--- src/rtl/rxd_pkg.sv ---
package rxd_pkg;
  typedef enum logic [2:0] {
    S_IDLE, S_FETCH, S_RECV, S_DROP, S_WLEN, S_WATTR
  } rxd_state_e;

  localparam int OWN_BIT   = 31;
  localparam int LAST_BIT  = 30;
  localparam int ERR_LO    = 16;
  localparam int FSEG_BIT  = 9;
  localparam int LSEG_BIT  = 8;
  localparam int LEN_W     = 16;
  localparam int DESC_STEP = 16;
  localparam int DESC_WORDS = 4;
  localparam logic [1:0] ERR_NONE  = 2'b00;
  localparam logic [1:0] ERR_TRUNC = 2'b01;
endpackage

--- src/rtl/rxd_ring_ptr.sv ---
module rxd_ring_ptr #(
  parameter int ADDR_W = 64
) (
  input  logic              clk,
  input  logic              rst_n,
  input  logic [ADDR_W-1:0] base,
  input  logic              load,
  input  logic              adv,
  input  logic              wrap,
  output logic [ADDR_W-1:0] cur
);
  localparam logic [ADDR_W-1:0] STEP = ADDR_W'(rxd_pkg::DESC_STEP);

  logic [ADDR_W-1:0] cur_d;
  logic              cur_en;

  always_comb begin
    cur_en = load | adv;
    cur_d  = cur;
    if (load)      cur_d = base;
    else if (wrap) cur_d = base;
    else           cur_d = cur + STEP;
  end

  always_ff @(posedge clk or negedge rst_n) begin
    if (!rst_n)      cur <= '0;
    else if (cur_en) cur <= cur_d;
  end

  // a step lands either on the base or 16 bytes further on
  a_r7_ring_step: assert property (@(posedge clk) disable iff (!rst_n)
    (adv && !load) |=> (cur == $past(base)) || (cur == $past(cur) + STEP));
endmodule

--- src/rtl/rxd_fill.sv ---
module rxd_fill (
  input  logic                     clk,
  input  logic                     rst_n,
  input  logic                     clr,
  input  logic                     acc,
  input  logic [rxd_pkg::LEN_W-1:0] cap,
  output logic [rxd_pkg::LEN_W-1:0] fill,
  output logic                     store_en,
  output logic                     trunc
);
  logic [rxd_pkg::LEN_W-1:0] fill_d;
  logic                      trunc_d;

  assign store_en = (fill < cap);

  always_comb begin
    fill_d  = fill;
    trunc_d = trunc;
    if (clr) begin
      fill_d  = '0;
      trunc_d = 1'b0;
    end else if (acc) begin
      if (store_en) fill_d  = fill + 1'b1;
      else          trunc_d = 1'b1;
    end
  end

  always_ff @(posedge clk or negedge rst_n) begin
    if (!rst_n) begin
      fill  <= '0;
      trunc <= 1'b0;
    end else if (clr | acc) begin
      fill  <= fill_d;
      trunc <= trunc_d;
    end
  end

  // the stored count never passes the capacity
  a_r6_fill_bounded: assert property (@(posedge clk) disable iff (!rst_n)
    (acc && !clr) |=> (fill <= cap));
endmodule

--- src/rtl/rxd_ring_writer.sv ---
module rxd_ring_writer #(
  parameter int ADDR_W = 64,
  parameter int CNT_W  = 16
) (
  input  logic              clk,
  input  logic              rst_n,
  input  logic              cfg_enable,
  input  logic [31:0]       cfg_base_hi,
  input  logic [31:0]       cfg_base_lo,
  input  logic              in_valid,
  output logic              in_ready,
  input  logic [7:0]        in_data,
  input  logic              in_sof,
  input  logic              in_eof,
  output logic              mem_rd,
  output logic              mem_we,
  output logic [ADDR_W-1:0] mem_addr,
  output logic [31:0]       mem_wdata,
  output logic [3:0]        mem_be,
  input  logic [31:0]       mem_rdata,
  output logic [CNT_W-1:0]  drop_count
);
  import rxd_pkg::*;

  localparam int FC_W = $clog2(DESC_WORDS + 1);
  localparam logic [FC_W-1:0] FC_LAST = FC_W'(DESC_WORDS);

  rxd_state_e        state, state_d;
  logic [FC_W-1:0]   fcnt;
  logic [31:0]       attr_q, bhi_q, blo_q;
  logic [LEN_W-1:0]  cap_q;
  logic [CNT_W-1:0]  drop_q;

  logic [63:0]       base_w, buf_w;
  logic [ADDR_W-1:0] cur, buf_a, byte_a;
  logic [LEN_W-1:0]  fill;
  logic              store_en, trunc, acc, frame_end;
  logic [31:0]       attr_out;

  assign base_w    = {cfg_base_hi, cfg_base_lo};
  assign buf_w     = {bhi_q, blo_q};
  assign buf_a     = buf_w[ADDR_W-1:0];
  assign byte_a    = buf_a + ADDR_W'(fill);
  assign acc       = in_valid & in_ready;
  assign frame_end = acc & in_eof;
  assign drop_count = drop_q;

  rxd_ring_ptr #(.ADDR_W(ADDR_W)) u_ptr (
    .clk  (clk),
    .rst_n(rst_n),
    .base (base_w[ADDR_W-1:0]),
    .load (!cfg_enable && state == S_IDLE),
    .adv  (state == S_WATTR),
    .wrap (attr_q[LAST_BIT]),
    .cur  (cur)
  );

  rxd_fill u_fill (
    .clk     (clk),
    .rst_n   (rst_n),
    .clr     (state == S_FETCH),
    .acc     (state == S_RECV && acc),
    .cap     (cap_q),
    .fill    (fill),
    .store_en(store_en),
    .trunc   (trunc)
  );

  always_comb begin
    attr_out                        = attr_q;
    attr_out[OWN_BIT]               = 1'b0;
    attr_out[ERR_LO+1:ERR_LO]       = trunc ? ERR_TRUNC : ERR_NONE;
    attr_out[FSEG_BIT]              = 1'b1;
    attr_out[LSEG_BIT]              = 1'b1;
  end

  // next state
  always_comb begin
    state_d = state;
    case (state)
      S_IDLE:  if (cfg_enable && in_valid && in_sof) state_d = S_FETCH;
      S_FETCH: if (fcnt == FC_LAST) state_d = attr_q[OWN_BIT] ? S_RECV : S_DROP;
      S_RECV:  if (frame_end) state_d = S_WLEN;
      S_DROP:  if (frame_end) state_d = S_IDLE;
      S_WLEN:  state_d = S_WATTR;
      S_WATTR: state_d = S_IDLE;
      default: state_d = S_IDLE;
    endcase
  end

  // memory and stream outputs
  always_comb begin
    in_ready  = 1'b0;
    mem_rd    = 1'b0;
    mem_we    = 1'b0;
    mem_addr  = cur;
    mem_wdata = '0;
    mem_be    = '0;
    case (state)
      S_IDLE:  in_ready = cfg_enable && !in_sof;
      S_FETCH: begin
        mem_rd   = (fcnt < FC_LAST);
        mem_addr = cur + ADDR_W'({fcnt[1:0], 2'b00});
      end
      S_RECV: begin
        in_ready = 1'b1;
        if (in_valid && store_en) begin
          mem_we    = 1'b1;
          mem_addr  = {byte_a[ADDR_W-1:2], 2'b00};
          mem_wdata = {4{in_data}};
          mem_be    = 4'b0001 << byte_a[1:0];
        end
      end
      S_DROP:  in_ready = 1'b1;
      S_WLEN: begin
        mem_we    = 1'b1;
        mem_addr  = cur + ADDR_W'(12);
        mem_wdata = {fill, cap_q};
        mem_be    = 4'hF;
      end
      S_WATTR: begin
        mem_we    = 1'b1;
        mem_wdata = attr_out;
        mem_be    = 4'hF;
      end
      default: ;
    endcase
  end

  // registers
  always_ff @(posedge clk or negedge rst_n) begin
    if (!rst_n) begin
      state  <= S_IDLE;
      fcnt   <= '0;
      attr_q <= '0;
      bhi_q  <= '0;
      blo_q  <= '0;
      cap_q  <= '0;
      drop_q <= '0;
    end else begin
      state <= state_d;
      fcnt  <= (state == S_FETCH) ? fcnt + 1'b1 : '0;
      if (state == S_FETCH) begin
        case (fcnt)
          FC_W'(1): attr_q <= mem_rdata;
          FC_W'(2): bhi_q  <= mem_rdata;
          FC_W'(3): blo_q  <= mem_rdata;
          FC_W'(4): cap_q  <= mem_rdata[LEN_W-1:0];
          default: ;
        endcase
      end
      if (state == S_DROP && frame_end) drop_q <= drop_q + 1'b1;
    end
  end

  // never read and write in one cycle
  a_r1_rd_wr_excl: assert property (@(posedge clk) disable iff (!rst_n)
    !(mem_rd && mem_we));

  // a partial write touches exactly one byte lane
  a_r3_one_lane: assert property (@(posedge clk) disable iff (!rst_n)
    (mem_we && mem_be != 4'hF) |-> ($countones(mem_be) == 1));

  // release write follows the length write directly
  a_r5_len_before_release: assert property (@(posedge clk) disable iff (!rst_n)
    (mem_we && mem_be == 4'hF && mem_addr[3:0] == 4'h0) |->
      $past(mem_we && mem_be == 4'hF && mem_addr[3:0] == 4'hC));

  // the release write hands ownership back
  a_r5_release_clears_own: assert property (@(posedge clk) disable iff (!rst_n)
    (mem_we && mem_be == 4'hF && mem_addr[3:0] == 4'h0) |-> !mem_wdata[OWN_BIT]);

  // the drop count only moves at an accepted frame end
  a_r2_drop_step: assert property (@(posedge clk) disable iff (!rst_n)
    (drop_count != $past(drop_count)) |-> $past(in_valid && in_ready && in_eof));

  // nothing is accepted while disabled and idle
  a_r8_ready_off: assert property (@(posedge clk) disable iff (!rst_n)
    (!cfg_enable && state == S_IDLE) |-> !in_ready);
endmodule

--- config.mk ---
export PLATFORM = sky130hd
export DESIGN_NAME = rxd_ring_writer
export DESIGN_NICKNAME = d
export VERILOG_FILES = /design/src/rtl/rxd_pkg.sv /design/src/rtl/rxd_ring_ptr.sv /design/src/rtl/rxd_fill.sv /design/src/rtl/rxd_ring_writer.sv
export SDC_FILE = /design/constraint.sdc
export NUM_CORES = 1
export LEC_CHECK = 0
export BUFFER_PORTS_ARGS = -buffer_cell sky130_fd_sc_hd__buf_2
export CAP_MARGIN = 20
export CELL_PAD_IN_SITES_DETAIL_PLACEMENT = 0
export CELL_PAD_IN_SITES_GLOBAL_PLACEMENT = 2
export CORE_ASPECT_RATIO = 0.6
export CORE_MARGIN = 2
export CORE_UTILIZATION = 32
export CTS_BUF_LIST = sky130_fd_sc_hd__clkbuf_4
export CTS_CLUSTER_DIAMETER = 40
export DETAILED_ROUTE_END_ITERATION = 10
export GPL_ROUTABILITY_DRIVEN = 0
export MAX_ROUTING_LAYER = met4
export PLACE_DENSITY = 0.86
export SLEW_MARGIN = 20
export SYNTH_ARGS = -nofsm -noshare
export SYNTH_HDL_FRONTEND = slang
export SYNTH_SLANG_ARGS = --single-unit
--- constraint.sdc ---
create_clock -name clk -period 3.6 [get_ports clk]
set_input_delay 0.18 -clock clk [delete_from_list [all_inputs] [get_ports clk]]
set_output_delay 0.18 -clock clk [all_outputs]
set_load 0.005 [all_outputs]
; ---- Yosys cells after proc, flatten, opt, wreduce, memory -nomap -nowiden
; Cells that the tools add are included.
[totals]
reg_bits = 215
output_inout_bits = 119
[op_classes]
add_sub_neg = 7
n_lt_le_gt_ge = 2
n_eq_ne = 14
shift = 1
mux = 26
bitwise_logic = 4
n_reduce_logical = 21
[ops]
columns = op, count
row1 = $mux 64, 3
row2 = $pmux 64 s3, 1
row3 = $pmux 32 s3, 1
row4 = $add 64x16->64, 1
row5 = $add 64x4->64, 1
row6 = $add 64x4->64 const B, 1
row7 = $add 64x5->64 const B, 1
row8 = $mux 16, 3
row9 = $add 16x1->16 const B, 2
row10 = $mux 32, 1
row11 = $lt 16x16->1, 1
row12 = $mux 3, 5
row13 = $pmux 3 s5, 1
row14 = $eq 3x2->1 const B, 4
row15 = $eq 3x3->1 const B, 3
row16 = $pmux 4 s2, 1
row17 = $reduce_and 2->1, 4
row18 = $logic_and 1x1->1, 7
row19 = $mux 1, 7
row20 = $eq 3x1->1 const B, 2
row21 = $ne 2x2->1 const B, 3
row22 = $reduce_and 3->1, 2
row23 = $mux 4, 1
row24 = $ne 2x1->1 const B, 2
row25 = 11 further kinds, 17

; ---- Logic depth before layout (Yosys ltp)
[logic_depth]
depth_word = 7
mapped_depth = 16
mapped_depth_nobuf = 12

; ---- Hierarchy
; Synthesis repeated with hierarchy kept, for this count alone.
[hier_totals]
cells_unflattened = 1730
area_unflattened_um2 = 15115.7
[by_module_without_submodules]
columns = module, instances, cells_per_inst, area_each_um2
row1 = rxd_ring_writer, 1, 1061, 9705.6
row2 = rxd_ring_ptr, 1, 510, 4073.9
row3 = rxd_fill, 1, 159, 1336.3

; ---- Least setup slack after synthesis
; OpenSTA, ideal clock, no wires.
[synth_path]
kind = reg-to-output
from = reg state[2]
to = out mem_addr[58]
t_arrival_ns = 3.693
required_time_ns = 3.420
path_slack_ns = -0.273
stages_incl_launch_ff = 16
path_buffers = 4
path_cell_list = dfrtp_1 > clkbuf_1 > nand2b_1 > clkbuf_1 > clkbuf_1 > o21ai_0 > ha_1 > inv_1 > fa_1 > nand2b_1 > nor4_1 > or3b_1 > buf_2 > or3_4 > or2_4 > o221ai_2
[synth_via]
elab_chain_len = 2
elab_cells_between_ends = 4
[synth_lines]
columns = element, line
row1 = "start, declared", rxd_ring_writer.sv:28  ; rxd_state_e state, state_d;
row2 = "start signal, assigned", rxd_ring_writer.sv:141  ; state <= state_d;
row3 = $eq 3x3->1 (tied with other cells), rxd_ring_writer.sv:99  ; case (state)
row4 = $pmux 64 s3 (*), rxd_ring_writer.sv:99
row5 = "end, declared", rxd_ring_writer.sv:17  ; output logic [ADDR_W-1:0] mem_addr,
; Mark *: on every way between the ends. The rest lies on a longest branch, timed or not.

; ---- Final worst setup path
[layout_path]
from = reg state[1]
to = out mem_addr[58]
; The elaborated chain is that of the path after synthesis.

==> impl_metrics.csv <==
group,metric,value,unit
grt,grt_pass1_wl,95.8,mm
cells_and_area,nets,2332,
sta,fmax,0.247,GHz
pwr,p_leak,8.83,nW
pwr,ir_drop,0.539,mV
pwr,sw_frac_of_total,48.3,%
yosys,synth_edf_count,0,
hold_path,hold_path_class,"primary input to async pin",
yosys,syn_inst,1718,
worst_setup_path,crit_chain,"nand2b_4 -> o21ai_2 -> ha_2 -> inv_2 -> fa_2 -> nand2b_4 -> nor4_4 -> or3b_4 -> or3_4 -> or2_4 -> nand3_2 -> o221ai_4 -> buf_2",
cts,worstSkewPairLatency,0.81,ns
worst_setup_path,worstSetupEndpointType,"output pin",
cts,cts_tree,"yes",
pwr,internal-power,8.07,mW
grt,grt_max_degree,135,
yosys,muxShareOfSynthArea,9.71,%
sta,finalWorstSetupSlack,-0.445,ns
drt,first_iter_violations,1795,
yosys,yosys_warnings,0,
yosys,netlist_area,14600,um^2
outcome,violations,"negative setup slack",
worst_setup_path,slowest_stage,"or3b_4",
grt,grt.busiest_layer,"met1",
worst_setup_path,cp-start-kind,"register",
outcome,status,"finished with violations",
placement,post-place-ws,0.0505,ns
cts,root_buffer,"clkbuf_4",
sta,finClkSkew,0.0620,ns
die,dieHeight,170,um
sta,setup_viol,44,
yosys,synth_ff_type,"dfrtp_1",
yosys,synth_top_family_by_area,"simple AND/OR/NAND/NOR gates",
yosys,synth_compound_area_share,19.9,%
drt,drtAntennaViolNets,0,
yosys,ys_seq_elements,211,
pwr,pwr-share-comb,54.7,%
cts,cts_max_level,2,
cts,cts_sinks,211,
yosys,synthTopCellsByCount,"dfrtp_1, nand2_1, o21ai_0",
drt,routedWlPerCell,23.5,um
yosys,synth-xor-area-share,5.09,%
pwr,p_seq_share,30.9,%
cts,clkTransAtPathRegs,0.08,ns
yosys,ys_top_cells_by_area,"dfrtp_1, mux2_2, o21ai_0",
placement,portBuffers,228,
yosys,synth.avg_cell_area,8.52,um^2
sta,min_period,4.05,ns
worst_setup_path,critPathTopFamily,"simple AND/OR/NAND/NOR gates",
yosys,synth.most_common_cell,"dfrtp_1",
sta,period_share,112,%
drt,drcViolationCount,0,
yosys,yosys.area.top_type_share,36.1,%
drt,vias_per_cell,5.80,
cts,cts_made_buffers,58,
sta,hold_ws,0.0210,ns
placement,dp_hpwl,47.0,mm
worst_setup_path,critPathRequiredTime,3.42,ns
pwr,cellPowerDensity,746,nW/um^2
sta,rsz0062_at_grt,"true",
cells_and_area,area_growth,43.0,%
yosys,syn_nets,1871,
drt,firstDrtPassIters,6,
grt,grt_util_met1,38.6,%
grt,gr-total-overflow,0,
grt,gr-usage-met3,6.97,%
yosys,synth_fa_ha_area_share,3.78,%
placement,dp.cells,2520,
worst_setup_path,path_class,"register to output pin",
sta,hold_viol,0,
sta,slew-limit-headroom,46.6,%
yosys,yosysSeqAreaShare,36.1,%
yosys,synth-simple-area-share,21.4,%
worst_setup_path,cp_max_fo,3,
worst_setup_path,timing.critical_path.buf_inv,2,
pwr,switchingPower,7.54,mW
grt,use_met2,38.1,%
die,die_x,280,um
worst_setup_path,cp_data_arrival_time,3.87,ns
grt,antenna_found_initial,3,
sta,slew_viol_final,0,
cts,clockBufferDepth,3,
drt,routed_wl,66.3,mm
die,ioPinCount,229,
die,die_area,47500,um^2
grt,grt_pass1_vias,15500,
pwr,clockPowerShare,14.4,%
grt,grt_usage,27.3,%
yosys,async_reset_ff_share,100,%
worst_setup_path,crit_path_frequent_cell,"nand2b_4",
yosys,synth.largest_area_cell,"dfrtp_1",
cells_and_area,drive_gt1_share,36.5,%
worst_setup_path,cpPeakStageDelay,0.46,ns
pwr,finalPower,15.6,mW
die,rows,60,
cells_and_area,final_core_util,46.5,%
die,initial_core_util,32.5,%
drt,vias,16300,
job,maxCapViolations,0,
sta,tightest_slew,0.801,ns
yosys,yosysUniqueCellTypes,71,
cells_and_area,layout.cells.non_filler,2816,
die,core-area,45000,um^2
power by group through the flow:
stage          Combinational (mW)  Sequential [mW]  Clock [mW]
6_report                     8.54             4.83        2.24
3_3_place_gp                 7.31             4.60           0
4_1_cts                      7.92             4.69        2.29
2_1_floorplan                4.71             4.14           0
3_5_place_dp                 7.42             4.66           0
5_1_grt                      9.16             4.95        2.42
cell families after synthesis:
| group | after synthesis |
|---|---|
| flops | 211 |
| simple gates | 623 |
| buf+inv | 155 |
| fa+ha+maj | 43 |
| mux | 130 |
| compound gates | 471 |
| xor+xnor | 85 |
through the flow:
step           setup TNS (ns)  area (um^2)
4_1_cts                 -4.85        19700
2_1_floorplan               0        14700
3_5_place_dp                0        16900
6_report                -5.03        20900
3_3_place_gp                0        16900
5_1_grt                 -9.52        20900
metal layers:
metal  wire [um]  up-vias
li1            -     7315
met3        7270      129
met1       29800     8079
met5           0        -
met4        1800        0
met2       27400      815
state kept, by name, indices dropped and copies added, names as in the netlist:
register      flops
u_fill.fill      16
attr_q           28
cap_q            16
u_ptr.cur        64
blo_q            32
u_fill.trunc      1
state             3
bhi_q            32
drop_count       16
fcnt              3
final cells by class:
cell class | instances | area (um^2)
Multi-Input combinational cell | 1353 | 10100
Clock inverter | 22 | 97.6
Timing Repair Buffer | 506 | 3860
Antenna cell | 3 | 7.51
Inverter | 49 | 191
Tap cell | 589 | 737
Fill cell | 4300 | 24100
Sequential cell | 211 | 5310
Clock buffer | 83 | 623
cell usage in the layout, fill, tap and decap left out, types with 14 or more instances in the layout:
master         count
mux2i_1           34
ha_1              24
xor2_1            30
a21oi_1          112
and3_1            31
o21ai_0          115
nor3_1            42
xnor2_1           39
o22ai_1           33
o21ai_2           16
clkbuf_4          83
dfrtp_1          185
nand4_1           39
nand3_1           79
clkinv_1          14
dfrtp_2           26
o211ai_1          29
a31oi_1           18
buf_2            226
or3_1             21
dlygate4sd3_1    103
nand2_1          155
buf_6             20
inv_1             43
mux2_2            96
buf_4            135
nor2_1           127
what timing repair did:
item | 4_1_cts | 5_1_grt
setup endpoints to repair | 65 | 72
resized for setup | 159 | 157
pin swaps | 35 | 76
hold buffers | 103 | 0
buffers inserted | 36 | 45
hold endpoints to repair | 284 | 0
gates cloned | 4 | 5
worst paths after layout:
path / startpoint / end / slack (ns) / cells after the start
min in group clk: cfg_enable / u_ptr.cur[13] / 0.08 / 4
worst max register to register: state[0] / drop_count[15] / 0.67 / 9
worst max-delay path: state[1] / mem_addr[58] / -0.45 / 13
worst min-delay path: rst_n / cap_q[0] / 0.02 / 2
max in group asynchronous: rst_n / u_fill.fill[6] / 2.52 / 3
worst min register to register: drop_count[15] / drop_count[15] / 0.47 / 1
(Power assumes the default switching activity.)
